--- config.mk ---
export PLATFORM = sky130hd
export DESIGN_NAME = pla_array
export DESIGN_NICKNAME = d
export VERILOG_FILES = /design/src/rtl/pla_pkg.sv /design/src/rtl/pla_cfg_chain.sv /design/src/rtl/pla_and_plane.sv /design/src/rtl/pla_or_plane.sv /design/src/rtl/pla_array.sv
export SDC_FILE = /design/constraint.sdc
export NUM_CORES = 2
export LEC_CHECK = 0
export BUFFER_PORTS_ARGS = -buffer_cell sky130_fd_sc_hd__buf_2
export CORE_ASPECT_RATIO = 2
export CORE_MARGIN = 1
export CORE_UTILIZATION = 35
export DETAILED_ROUTE_END_ITERATION = 16
export PLACE_DENSITY = 0.51
export SLEW_MARGIN = 25
export SYNTH_ARGS = -nofsm -noshare
export SYNTH_HDL_FRONTEND = slang
export SYNTH_SLANG_ARGS = --single-unit
--- constraint.sdc ---
create_clock -name clk -period 4.5 [get_ports clk]
set_clock_uncertainty 0.05 [all_clocks]
set_input_delay 0.9 -clock clk [delete_from_list [all_inputs] [get_ports clk]]
set_output_delay 0.9 -clock clk [all_outputs]
set_load 0.01 [all_outputs]
--- src/rtl/pla_pkg.sv ---
package pla_pkg;

    localparam int DEF_N_IN   = 8;
    localparam int DEF_N_PIN  = 10;
    localparam int DEF_N_TERM = 32;

    // Literal code stored as {true_bit, complement_bit}.
    typedef enum logic [1:0] {
        LIT_DC   = 2'b00,
        LIT_COMP = 2'b01,
        LIT_TRUE = 2'b10,
        LIT_KILL = 2'b11
    } lit_e;

    // Per-pin driver view.
    typedef struct packed {
        logic drive;
        logic level;
    } pin_drv_t;

    function automatic int or_base(input int npin);
        return npin;
    endfunction

    function automatic int and_base(input int npin, input int nterm);
        return npin + nterm * npin;
    endfunction

    function automatic int chain_len(input int nin, input int npin, input int nterm);
        return and_base(npin, nterm) + (nterm + npin) * 2 * (nin + npin);
    endfunction

    function automatic logic lit_pass(input lit_e code, input logic x);
        logic r;
        case (code)
            LIT_DC:   r = 1'b1;
            LIT_TRUE: r = x;
            LIT_COMP: r = ~x;
            default:  r = 1'b0;
        endcase
        return r;
    endfunction

endpackage

--- src/rtl/pla_cfg_chain.sv ---
module pla_cfg_chain #(
    parameter int LEN   = 1842,
    parameter int POL_W = 10
) (
    input  logic           clk,
    input  logic           rst,
    input  logic           shift_en,
    input  logic           sdi,
    output logic [LEN-1:0] cfg_q
);

    localparam logic [LEN-1:0] RST_VAL = {{(LEN-POL_W){1'b1}}, {POL_W{1'b0}}};

    always_ff @(posedge clk) begin
        if (rst) begin
            cfg_q <= RST_VAL;
        end else if (shift_en) begin
            cfg_q <= {cfg_q[LEN-2:0], sdi};
        end
    end

    AST_SHIFT_ENTRY: assert property (@(posedge clk) disable iff (rst)
        shift_en |=> cfg_q[0] == $past(sdi));
    AST_SHIFT_MOVE: assert property (@(posedge clk) disable iff (rst)
        shift_en |=> cfg_q[LEN-1:1] == $past(cfg_q[LEN-2:0]));
    AST_IDLE_HOLD: assert property (@(posedge clk) disable iff (rst)
        !shift_en |=> $stable(cfg_q));
    AST_RESET_VIRGIN: assert property (@(posedge clk) disable iff (rst)
        $past(rst) |-> cfg_q == RST_VAL);

endmodule

--- src/rtl/pla_and_plane.sv ---
module pla_and_plane
    import pla_pkg::*;
#(
    parameter int N_VAR = 18,
    parameter int N_ROW = 42
) (
    input  logic [N_VAR-1:0]         vars,
    input  logic [N_ROW*2*N_VAR-1:0] lits,
    output logic [N_ROW-1:0]         rows
);

    localparam int ROW_W = 2 * N_VAR;

    for (genvar r = 0; r < N_ROW; r++) begin : g_row
        logic [N_VAR-1:0] hit;
        for (genvar v = 0; v < N_VAR; v++) begin : g_lit
            lit_e code;
            assign code   = lit_e'(lits[r*ROW_W + 2*v +: 2]);
            assign hit[v] = lit_pass(code, vars[v]);
        end
        assign rows[r] = &hit;
    end

endmodule

--- src/rtl/pla_or_plane.sv ---
module pla_or_plane #(
    parameter int N_TERM = 32,
    parameter int N_OUT  = 10
) (
    input  logic [N_TERM-1:0]       terms,
    input  logic [N_TERM*N_OUT-1:0] or_bits,
    input  logic [N_OUT-1:0]        pol,
    output logic [N_OUT-1:0]        levels
);

    for (genvar o = 0; o < N_OUT; o++) begin : g_sum
        logic [N_TERM-1:0] sel;
        for (genvar p = 0; p < N_TERM; p++) begin : g_tap
            assign sel[p] = terms[p] & or_bits[p*N_OUT + o];
        end
        assign levels[o] = (|sel) ^ pol[o];
    end

endmodule

--- src/rtl/pla_array.sv ---
module pla_array
    import pla_pkg::*;
#(
    parameter int N_IN   = DEF_N_IN,
    parameter int N_PIN  = DEF_N_PIN,
    parameter int N_TERM = DEF_N_TERM
) (
    input  logic             clk,
    input  logic             rst,
    input  logic             cfg_en,
    input  logic             cfg_sdi,
    input  logic [N_IN-1:0]  i_in,
    input  logic [N_PIN-1:0] b_in,
    output logic [N_PIN-1:0] b_out,
    output logic [N_PIN-1:0] b_oe
);

    localparam int N_VAR  = N_IN + N_PIN;
    localparam int N_ROW  = N_TERM + N_PIN;
    localparam int AND_W  = N_ROW * 2 * N_VAR;
    localparam int OR_W   = N_TERM * N_PIN;
    localparam int OR_LO  = or_base(N_PIN);
    localparam int AND_LO = and_base(N_PIN, N_TERM);
    localparam int LEN    = chain_len(N_IN, N_PIN, N_TERM);

    logic [LEN-1:0]   cfg_q;
    logic [N_VAR-1:0] vars;
    logic [N_ROW-1:0] rows;
    logic [N_PIN-1:0] levels;
    pin_drv_t [N_PIN-1:0] drv;

    pla_cfg_chain #(.LEN(LEN), .POL_W(N_PIN)) u_chain (
        .clk      (clk),
        .rst      (rst),
        .shift_en (cfg_en),
        .sdi      (cfg_sdi),
        .cfg_q    (cfg_q)
    );

    assign vars = {b_in, i_in};

    pla_and_plane #(.N_VAR(N_VAR), .N_ROW(N_ROW)) u_and (
        .vars (vars),
        .lits (cfg_q[AND_LO +: AND_W]),
        .rows (rows)
    );

    pla_or_plane #(.N_TERM(N_TERM), .N_OUT(N_PIN)) u_or (
        .terms   (rows[N_TERM-1:0]),
        .or_bits (cfg_q[OR_LO +: OR_W]),
        .pol     (cfg_q[N_PIN-1:0]),
        .levels  (levels)
    );

    always_comb begin
        for (int k = 0; k < N_PIN; k++) begin
            drv[k].level = levels[k];
            drv[k].drive = rows[N_TERM + k] & ~cfg_en;
            b_out[k]     = drv[k].level;
            b_oe[k]      = drv[k].drive;
        end
    end

    AST_LOAD_NO_DRIVE: assert property (@(posedge clk) disable iff (rst)
        cfg_en |-> b_oe == '0);
    AST_VIRGIN_QUIET: assert property (@(posedge clk) disable iff (rst)
        $past(rst) |-> (b_out == '0 && b_oe == '0));

endmodule

[Word level (Yosys, flattened, before mapping)]
Cells that the tools add are included.
Cells by class
  equal/unequal tests: 1512
  muxes and demuxes: 756
  bitwise gates (word level): 359
  reduce and logical (&&, ||, !) cells: 808
Operators by type and width (count)
  $pmux 1 s3: 756
  $eq 2x1->1 const B: 756
  $eq 2x2->1 const B: 756
  $logic_not 2->1: 756
  $reduce_and 18->1: 42
  $and 1x1->1: 330
  $reduce_or 32->1: 10
  $not 1->1: 19
  $xor 1x1->1: 10
Storage, ports and cells
  register bits after elaboration: 1842
  input port bits: 22
  output and inout bits: 20
  logic and storage cells: 3436

[Logic depth before layout (Yosys ltp)]
  word-level depth: 6
  depth in mapped cells: 10
  depth with buffers taken out: 7

[Hierarchy]
From an unflattened synthesis, not the netlist that was laid out.
Unflattened totals
  cell total of the unflattened synthesis: 7499
  area total of the unflattened synthesis: 79497.5 um^2
By module, submodules not included
  pla_cfg_chain: instances 1, cells an instance 6139, area an instance 67208.2 um^2, sequential area each 36875.4 um^2
  pla_and_plane: instances 1, cells an instance 1098, area an instance 10307.4 um^2, sequential area each 0.0 um^2
  pla_or_plane: instances 1, cells an instance 252, area an instance 1919.3 um^2, sequential area each 0.0 um^2
  pla_array: instances 1, cells an instance 10, area an instance 62.6 um^2, sequential area each 0.0 um^2

[Worst setup path before layout]
Ideal clock, no wire load.
  path kind: in2out
  start: input port b_in[7]
  end: output port b_oe[4]
  arrival time: 2.854 ns
  data required time: 3.550 ns
  path slack: 0.696 ns
  cell stages on the path: 7
  path buffers: 3
  cell sequence: buf_2 > buf_2 > buf_1 > mux2i_1 > nand4_1 > or4_1 > nor4_1
Between the ends
  word-level cells in the longest chain between the ends: 4
RTL lines
  start: declaration: line pla_array.sv:13  | input logic [N_PIN-1:0] b_in,
  $not 1->1: line pla_pkg.sv:38  | LIT_COMP: r = ~x;
  $pmux 1 s3 (*): line pla_pkg.sv:35  | case (code)
  $reduce_and 18->1 (*): line pla_and_plane.sv:21  | assign rows[r] = &hit;
  $and 1x1->1 (*): line pla_array.sv:58  | drv[k].drive = rows[N_TERM + k] & ~cfg_en;
  end: declaration: line pla_array.sv:15  | output logic [N_PIN-1:0] b_oe
Every way passes the cells marked *; elsewhere a longest branch is shown, timed or not.

[Worst setup path in the final report]
  start: input port b_in[6]
  end: output port b_out[3]
Between the ends
  word-level cells in the longest chain between the ends: 6
  elaborated cells on any way between the ends: 99
  those cells by class: mux: 32; bitwise: 34; reduce/logical: 33
RTL lines
  $not 1->1: line pla_pkg.sv:38
  $pmux 1 s3: line pla_pkg.sv:35
  $reduce_and 18->1: line pla_and_plane.sv:21
  $and 1x1->1: line pla_or_plane.sv:14  | assign sel[p] = terms[p] & or_bits[p*N_OUT + o];
  $reduce_or 32->1 (*): line pla_or_plane.sv:16  | assign levels[o] = (|sel) ^ pol[o];
  $xor 1x1->1 (*): line pla_or_plane.sv:16
  end: declaration: line pla_array.sv:14  | output logic [N_PIN-1:0] b_out,
Marked as above.

==> results by group <==
Synthesis
  • Multiplexer area fraction after synthesis: 0.328
  • Post-synth top cells: 2504 x mux2i_1, 1842 x dfxtp_1, 1840 x nand2_1
  • Top-count cell post-synth: mux2i_1
  • Gate Count Post-Synth: 7631
  • Post-synth top area cell: dfxtp_1
  • Post-synth EDFFs: 0
  • Yosys reg bits: approximately 1800
  • Synth unique cells: 45
  • Syn_nets: 7653
  • Post-synthesis compound-gate area fraction: 0.0228
  • Share of the synthesized area in the top cell type: 0.474
  • Primary FF master, synth: dfxtp_1
  • Synth Area in XOR/XNOR: 0.00113
  • Synth area leaders: dfxtp_1 47%, mux2i_1 32%, nand2_1 8.9%
  • Seq/Total Area, Yosys: 0.474
  • Area fraction in and, or, nand and nor cells after synthesis: 0.143
  • Adder-Cell Fraction of Synth Area: 0
  • Mapped Area: between 70000 and 80000 um^2
  • Fraction of registers with async set/reset: 0
  • Synth warn: 0
  • Avg Cell Area, Syn: between 10 and 15 um^2
  • Largest family of logic cells by synthesized area: multiplexers

Clocking
  • CTS buffer count: 173
  • Clock root buffer: clkbuf_16
  • Htree depth: 4
  • Clock sinks: 1842
  • Clock Tree Buf Depth: 4
  • CTS tree: yes
  • Clk slew on worst S/H paths: 70 ps
  • Clock latency at the later pin of the worst-skew pair: 840 ps

Global routing
  • Met1 Use GR: 0.211
  • Antenna violations before repair: 3
  • Largest net degree at the start of global routing: 144
  • Total grt overflow: 0
  • Vias in the first global route: 54700
  • M3 GR Usage: 0.0167
  • Grt peak-use layer: met2
  • Global-route wire length before repair: 352 mm
  • GRT met2 Usage: 0.415
  • GRT Overall Usage: 0.208

Floorplanning
  • IO Pins: 42
  • Die area: roughly 220000 um^2
  • Die width: around 340 um
  • Core area: 221000 um^2
  • Num rows: 244
  • Initial core utilization: 0.352
  • Die Y: 669 um

Worst setup path
  • Reg2Reg Setup Slack: 3440 ps
  • CP required: approximately 3600 ps
  • CP Class: input port to output port
  • Startpoint class of the critical path: input port
  • Crit path DAT: between 3000 and 4000 ps
  • Setup crit end kind: output port
  • CP Max Fanout: 8

Timing
  • Final hold vios: 0
  • Final setup vio count: 1
  • F_max: 221 MHz
  • Min Tclk post-route: 4520 ps
  • Final worst-path cycle share: 1.00
  • Setup_tns: -19.5 ps
  • RSZ-0062 raised after global routing: false
  • Pins over their slew limit: 0
  • Final worst slack: -19.5 ps
  • Slew @ Worst Pin: 1210 ps
  • Max_slew headroom: 0.196

Detailed routing
  • Drt total wl: roughly 240 mm
  • WL per Instance: 22.0 um
  • Vias per inst: approximately 5.0
  • Initial DRC Count: 2633
  • Via Count: 54500
  • Remaining DRCs: 0
  • Pre-Repair DR Iteration Count: 7
  • Post-route ant nets: 0

Power
  • Pwr per Cell Area: 366 nW/um^2
  • Clock group share of total power: 0.450
  • Sw power: 7.68 mW
  • LEAKAGE: around 40 nW
  • Switching share of power: 0.232
  • Logic pwr share: 0.058
  • Share of power burned in registers: 0.492
  • Worst vdd ir: 0.299 mV
  • Cell internal pwr: 25.5 mW

Place
  • I/O Buffers: a little over 40
  • GPL Wtd Cong: 0.983
  • DPL Wire Length: 173 mm

Finish
  • Area delta synth->final: 16.4%
  • Biggest regs: u_chain.cfg_q x1842
  • Share of layout cells above drive strength 1: 0.119
  • Max reg flops: 1842
  • Biggest register: u_chain.cfg_q
  • Final Util: 0.410
  • Nets: between 7000 and 8000

Hold path
  • Worst hold path class: input port to flip-flop

Outcome
  • Failing checks: negative setup slack
  • Status: finished, violations left

Job
  • Number of max-capacitance violations reported: 0
==> path summary, 6_finish.rpt <==
| path | endpoint | from | cells past startpoint |
|---|---|---|---|
| min reg2reg | u_chain.cfg_q[579] | u_chain.cfg_q[578] | 2 |
| max reg2reg | u_chain.cfg_q[1230] | u_chain.cfg_q[1229] | 2 |
| min | u_chain.cfg_q[0] | cfg_sdi | 3 |
| max | b_out[3] | b_in[6] | 14 |
==> what timing repair did <==
| action | 4_1_cts | 5_1_grt |
|---|---|---|
| pin swaps | 17 | 24 |
| gates resized for setup | 67 | 36 |
| hold buffers | 0 | 0 |
| setup buffers | 7 | 23 |
| endpoints found under the setup margin | 10 | 8 |
==> worst max-delay path, cell delays in order <==
cell	delay, ps
buf_4	170
buf_12	170
buf_4	170
mux2i_1	110
nand4_1	120
nor3_2	80
buf_12	150
buf_4	150
a22oi_2	360
nand4_1	210
nor4_4	500
buf_4	190
xnor2_1	100
buf_2	140
==> routing by layer <==
layer / vias to the layer above / share of wire
met3: 436 / 0.020
met1: 26500 / 0.37
met4: 0 / 0.053
met5: - / 0
met2: 694 / 0.56
li1: 26900 / -
==> cell type report <==
cell class / count / area, um^2
clock inverter: 52 / 567
sequential: 1842 / 36900
fill: 21400 / 130000
multi-input combinational: 5239 / 38900
clock buffer: 251 / 5060
antenna: 2 / 5.00
inverter: 15 / 66.3
tap: 2952 / 3690
timing repair buffer: 493 / 5380
==> placed cells by master (no fill, tap or decap), types with 17 or more instances in the layout <==
master        n
clkinv_2     30
clkbuf_1     36
nand4_1     167
and2_1       31
mux2i_1    2501
buf_2        22
a22oi_1     138
clkbuf_8     40
and3_1      307
buf_12      130
a211oi_4     17
clkbuf_16   175
mux2_2       37
nor3_2       26
nand2_1    1840
a22oi_2      23
dfxtp_1    1842
buf_4       323
==> logic make-up after synthesis <==
logic type,count (synthesis)
compound gates,215
flops,1842
mux,2543
simple gates,2471
xor+xnor,10
buf+inv,550
==> per-stage QoR <==
step | hold slack [ps] | total power, mW | cells | setup slack, ps | cell area, um^2
after global routing | 259 | 34.2 | 10800 | 1.47 | 90500
after CTS | 196 | 33.6 | 10800 | 0.431 | 90100
after detailed placement | 411 | 18.6 | 10500 | -590 | 84000
final | 265 | 33.1 | 10800 | -19.5 | 90500
after floorplan | 391 | 17.9 | 7631 | 696 | 77800
after global placement | 405 | 18.6 | 10500 | -573 | 84000
==> power by group through the flow <==
| stage | clock (mW) | sequential, mW | combinational [mW] |
|---|---|---|---|
| final | 14.9 | 16.3 | 1.92 |
| after global placement | 0 | 16.7 | 1.90 |
| after floorplan | 0 | 16.7 | 1.24 |
| after CTS | 15.4 | 16.3 | 1.92 |
| after global routing | 15.9 | 16.3 | 1.99 |
| after detailed placement | 0 | 16.7 | 1.90 |
No activity file was read; power rests on OpenSTA's default activity.
